[src/rtl/rst_src_log_pkg.sv]
package rst_src_log_pkg;
  localparam int unsigned STAT_W    = 32;
  localparam int unsigned COLD_LSB  = 0;
  localparam int unsigned WARM_LSB  = 8;
  localparam int unsigned TMO_LSB   = 16;
  localparam int unsigned FIELD_MAX = 8;

  typedef logic [STAT_W-1:0] stat_t;

  function automatic stat_t field_mask(input int unsigned lsb, input int unsigned n);
    stat_t m;
    m = '0;
    for (int unsigned i = 0; i < n; i++) m[lsb+i] = 1'b1;
    return m;
  endfunction
endpackage

[src/rtl/rst_edge_trk.sv]
module rst_edge_trk #(
  parameter int unsigned W = 4
) (
  input  logic         clk,
  input  logic         rst,
  input  logic [W-1:0] req,
  output logic [W-1:0] fall,
  output logic         all_released,
  output logic         active_q
);
  logic [W-1:0] req_q;

  always_ff @(posedge clk) begin
    if (rst) begin
      req_q    <= '0;
      active_q <= 1'b0;
    end else begin
      req_q    <= req;
      active_q <= |req;
    end
  end

  // Candidates: lines that were high last cycle and are low now.
  assign fall         = req_q & ~req;
  assign all_released = active_q && (req == '0);
endmodule

[src/rtl/rst_stat_reg.sv]
module rst_stat_reg
  import rst_src_log_pkg::*;
#(
  parameter int unsigned N_COLD = 4,
  parameter int unsigned N_WARM = 4,
  parameter int unsigned N_TMO  = 4
) (
  input  logic              clk,
  input  logic              rst,
  input  logic              cold_commit,
  input  logic [N_COLD-1:0] cold_set,
  input  logic [N_WARM-1:0] warm_set,
  input  logic [N_TMO-1:0]  tmo_set,
  input  stat_t             clr_mask,
  output stat_t             stat_q
);
  localparam stat_t COLD_M = field_mask(COLD_LSB, N_COLD);
  localparam stat_t WARM_M = field_mask(WARM_LSB, N_WARM);
  localparam stat_t TMO_M  = field_mask(TMO_LSB, N_TMO);
  localparam stat_t LIVE_M = COLD_M | WARM_M | TMO_M;

  stat_t cold_img, hw_set, stat_d;

  always_comb begin
    cold_img = '0;
    hw_set   = '0;
    for (int unsigned i = 0; i < N_COLD; i++) cold_img[COLD_LSB+i] = cold_set[i];
    for (int unsigned i = 0; i < N_WARM; i++) hw_set[WARM_LSB+i]   = warm_set[i];
    for (int unsigned i = 0; i < N_TMO; i++)  hw_set[TMO_LSB+i]    = tmo_set[i];
    if (cold_commit) stat_d = cold_img;
    else             stat_d = ((stat_q & ~clr_mask) | hw_set) & LIVE_M;
  end

  always_ff @(posedge clk) begin
    if (rst) stat_q <= '0;
    else     stat_q <= stat_d;
  end
endmodule

[src/rtl/rst_rd_mux.sv]
module rst_rd_mux
  import rst_src_log_pkg::*;
#(
  parameter int unsigned ADDR_W = 8
) (
  input  logic [ADDR_W-1:0] addr,
  input  stat_t             stat_q,
  output stat_t             rdata
);
  assign rdata = (addr == '0) ? stat_q : '0;
endmodule

[src/rtl/rst_src_log.sv]
module rst_src_log
  import rst_src_log_pkg::*;
#(
  parameter int unsigned N_COLD = 4,
  parameter int unsigned N_WARM = 4,
  parameter int unsigned N_TMO  = 4,
  parameter int unsigned ADDR_W = 8
) (
  input  logic              clk,
  input  logic              rst,
  input  logic [N_COLD-1:0] cold_req,
  input  logic [N_WARM-1:0] warm_req,
  input  logic [N_TMO-1:0]  tmo_pulse,
  input  logic              wr_en,
  input  logic [ADDR_W-1:0] addr,
  input  logic [31:0]       wdata,
  output logic [31:0]       rdata
);
  logic [N_COLD-1:0] cold_fall;
  logic [N_WARM-1:0] warm_fall;
  logic              cold_done, cold_act, warm_done, warm_act;
  logic [N_TMO-1:0]  tmo_gated;
  stat_t             clr_mask, stat_q;

  rst_edge_trk #(.W(N_COLD)) u_cold (
    .clk(clk), .rst(rst), .req(cold_req),
    .fall(cold_fall), .all_released(cold_done), .active_q(cold_act)
  );

  rst_edge_trk #(.W(N_WARM)) u_warm (
    .clk(clk), .rst(rst), .req(warm_req),
    .fall(warm_fall), .all_released(warm_done), .active_q(warm_act)
  );

  assign tmo_gated = tmo_pulse & {N_TMO{|warm_req}};
  assign clr_mask  = (wr_en && addr == '0) ? wdata : '0;

  rst_stat_reg #(.N_COLD(N_COLD), .N_WARM(N_WARM), .N_TMO(N_TMO)) u_stat (
    .clk(clk), .rst(rst), .cold_commit(cold_done), .cold_set(cold_fall),
    .warm_set(warm_fall), .tmo_set(tmo_gated), .clr_mask(clr_mask),
    .stat_q(stat_q)
  );

  rst_rd_mux #(.ADDR_W(ADDR_W)) u_rd (
    .addr(addr), .stat_q(stat_q), .rdata(rdata)
  );
endmodule

[config.mk]
export PLATFORM = sky130hd
export DESIGN_NAME = rst_src_log
export DESIGN_NICKNAME = d
export VERILOG_FILES = /design/src/rtl/rst_src_log_pkg.sv /design/src/rtl/rst_edge_trk.sv /design/src/rtl/rst_stat_reg.sv /design/src/rtl/rst_rd_mux.sv /design/src/rtl/rst_src_log.sv
export SDC_FILE = /design/constraint.sdc
export NUM_CORES = 1
export LEC_CHECK = 0
export BUFFER_PORTS_ARGS = -buffer_cell sky130_fd_sc_hd__buf_2
export CORE_MARGIN = 2
export CORE_UTILIZATION = 40
export CTS_CLUSTER_SIZE = 8
export DETAILED_ROUTE_END_ITERATION = 7
export GPL_TIMING_DRIVEN = 0
export MAX_ROUTING_LAYER = met4
export PLACE_DENSITY_LB_ADDON = 0.08
export REMOVE_ABC_BUFFERS = 1
export SETUP_SLACK_MARGIN = 0.15
export SLEW_MARGIN = 20
export SYNTH_ARGS = -nofsm -noshare
export SYNTH_HDL_FRONTEND = slang
export SYNTH_HIERARCHICAL = 1
export SYNTH_SLANG_ARGS = --single-unit
[constraint.sdc]
create_clock -name clk -period 2.1 [get_ports clk]
set_input_delay 0.105 -clock clk [delete_from_list [all_inputs] [get_ports clk]]
set_output_delay 0.105 -clock clk [all_outputs]
set_load 0.05 [all_outputs]
==> metrics.txt <==
status=finished clean; Slowest cell on crit path=or4_4; CP delay by family, top=simple AND/OR/NAND/NOR gates; maximum fanout along the worst path=17; setup slack, reg-to-reg=0.88 ns; clock-pin slew of the registers on the worst-case setup and hold paths=0.08 ns; Sink Count=21; GPL Wtd Cong=0.714; crit path to=rdata[8]; actual slew at the worst max-slew pin=1.43 ns; largest net degree at the start of global routing=33; CP Class=in -> out; RR Startpoint=u_cold/active_q; Tot Pwr=836 µW; Hold WS=0.0890 ns; overall routing resource usage=0.134; WL/cell=10.9 µm; clock skew=0.00307 ns; commonest non-fill, non-tap cells in the layout=buf_2, nor3_2, inv_1; max-cap check violation count=0; crit path buf inv count=3; leakage power=0.681 nW; Warnings, synthesis=6; CTS tree=done; most used cell, CP=buf_2; Vias/cell=4.45; drt drc=0; Rows=24; Initial Utilization=0.415; Post-DP HPWL=2.41 mm; Tmin final=1.71 ns; CP cell instances=buf_2 > or4_4 > buf_16 > nor3_2 > buf_2; # diodes=0; Post-Syn Instances=216; Iter 0 DRT Violations=25; first-pass GRT wire length=5.24 mm; VDD IR-drop max=0.295 mV; Critical Path RT=2.00 ns; vias in the first global route=1148; Area Overhead vs Synth=6.72%; Pre-antenna DRT Iters=4; commonest non-fill, non-tap cell in the layout=buf_2; RSZ-0062 raised after global routing=false; setup violators final=0; fmax=583 MHz; Reg2Reg Depth=3; count of final max-slew check failures=0; R2R Path End=u_stat/stat_q[2]; Final nets=301; layout cells sized above 1=0.396; Die X=71.2 µm; core footprint=0.00435 mm²; Post-Route WL=3.23 mm; IO Count=87; CP Launch Point=addr[1]; pwr/cell area=434 mW/mm²; CTS buffer count=3; Clock Path Buffers=2; full die area=0.00507 mm²; Final Hold Fails=0; Critical Path Start Type=input port; Tcrit/Tclk final=0.816; Clock Root Buffer=clkbuf_8; WP data arrival=1.61 ns; die height=71.2 µm; worst hold path type=in -> reg; Final ANT Viol Nets=0; CP peak stage delay=0.72 ns; antenna violations before repair=0; IO buf count=46; global route overflow=0; Syn Std Cell Area=0.00181 mm²; Worst path depth=5; H-tree levels=1; CP Capture Type=output port; DR vias=1321; Worst-Skew Late Latency=0.26 ns; # fillers=459; worst rel slew slack=0.0390; Avg Cell Area, Syn=8.36 µm²
-- metal layers --
layer | GRT usage | share of wire | vias to the layer above | routed length, µm
met5 | - | 0 | - | 0
met4 | 0.0503 | 0.0077 | 0 | 25
met3 | 0.0285 | 0.078 | 2 | 253
met2 | 0.209 | 0.44 | 50 | 1420
met1 | 0.169 | 0.47 | 563 | 1530
li1 | - | - | 706 | -
-- registers in the layout (all words and copies together) (netlist names) --
name	flops
u_cold/req_q	4
u_cold/active_q	1
u_stat/stat_q	12
u_warm/req_q	4
-- worst min-delay path by stage --
| stage | cells past startpoint | to | from | slack [ns] |
|---|---|---|---|---|
| 5_1_grt | 2 | u_warm/req_q[3] | warm_req[3] | 0.09 |
| 3_5_place_dp | 2 | u_warm/req_q[2] | warm_req[2] | 0.36 |
| 3_3_place_gp | 2 | u_warm/req_q[2] | warm_req[2] | 0.35 |
| 4_1_cts | 2 | u_warm/req_q[2] | warm_req[2] | 0.08 |
| 6_report | 2 | u_warm/req_q[2] | warm_req[2] | 0.09 |
| 2_1_floorplan | 1 | u_stat/stat_q[0] | rst | 0.17 |
-- cell type report --
type | count | area (µm²) | share of cell area
Clock buffer | 3 | 41.3 | 0.0214
Multi-Input combinational cell | 132 | 985 | 0.511
Inverter | 41 | 154 | 0.0798
Sequential cell | 21 | 420 | 0.218
Timing Repair Buffer | 47 | 258 | 0.134
Tap cell | 52 | 65.1 | 0.0337
Clock inverter | 1 | 5.00 | 0.00260
-- metrics by stage --
step,cell area (µm²),TNS [ns],cells,utilization,setup slack (ns)
3_5_place_dp,1880,0,293,0.432,0.0654
6_report,1930,0,297,0.443,0.386
3_3_place_gp,1850,-1.12,292,0.425,-0.136
5_1_grt,1930,0,297,0.443,0.332
4_1_cts,1930,0,297,0.443,0.382
2_1_floorplan,1560,0,194,-,0.0142
-- where the power goes --
group / internal, mW / leakage, nW / switching [mW]
registers: 0.418 / 0.174 / 0.00638
logic: 0.0571 / 0.482 / 0.0835
clock network: 0.132 / 0.0255 / 0.139
-- worst reg2reg max path: cells and delay by family (launching register included) --
kind	cells	cell delay (ns)
compound gates	1	0.24
flops	1	0.30
simple gates	2	0.59
-- what timing repair did --
| action | 4_1_cts | 5_1_grt |
|---|---|---|
| buffers inserted | 0 | 0 |
| hold buffers | 0 | 0 |
| gates resized for setup | 1 | 0 |
| setup endpoints to repair | 5 | 0 |
Power figures use the tool's default switching activity.
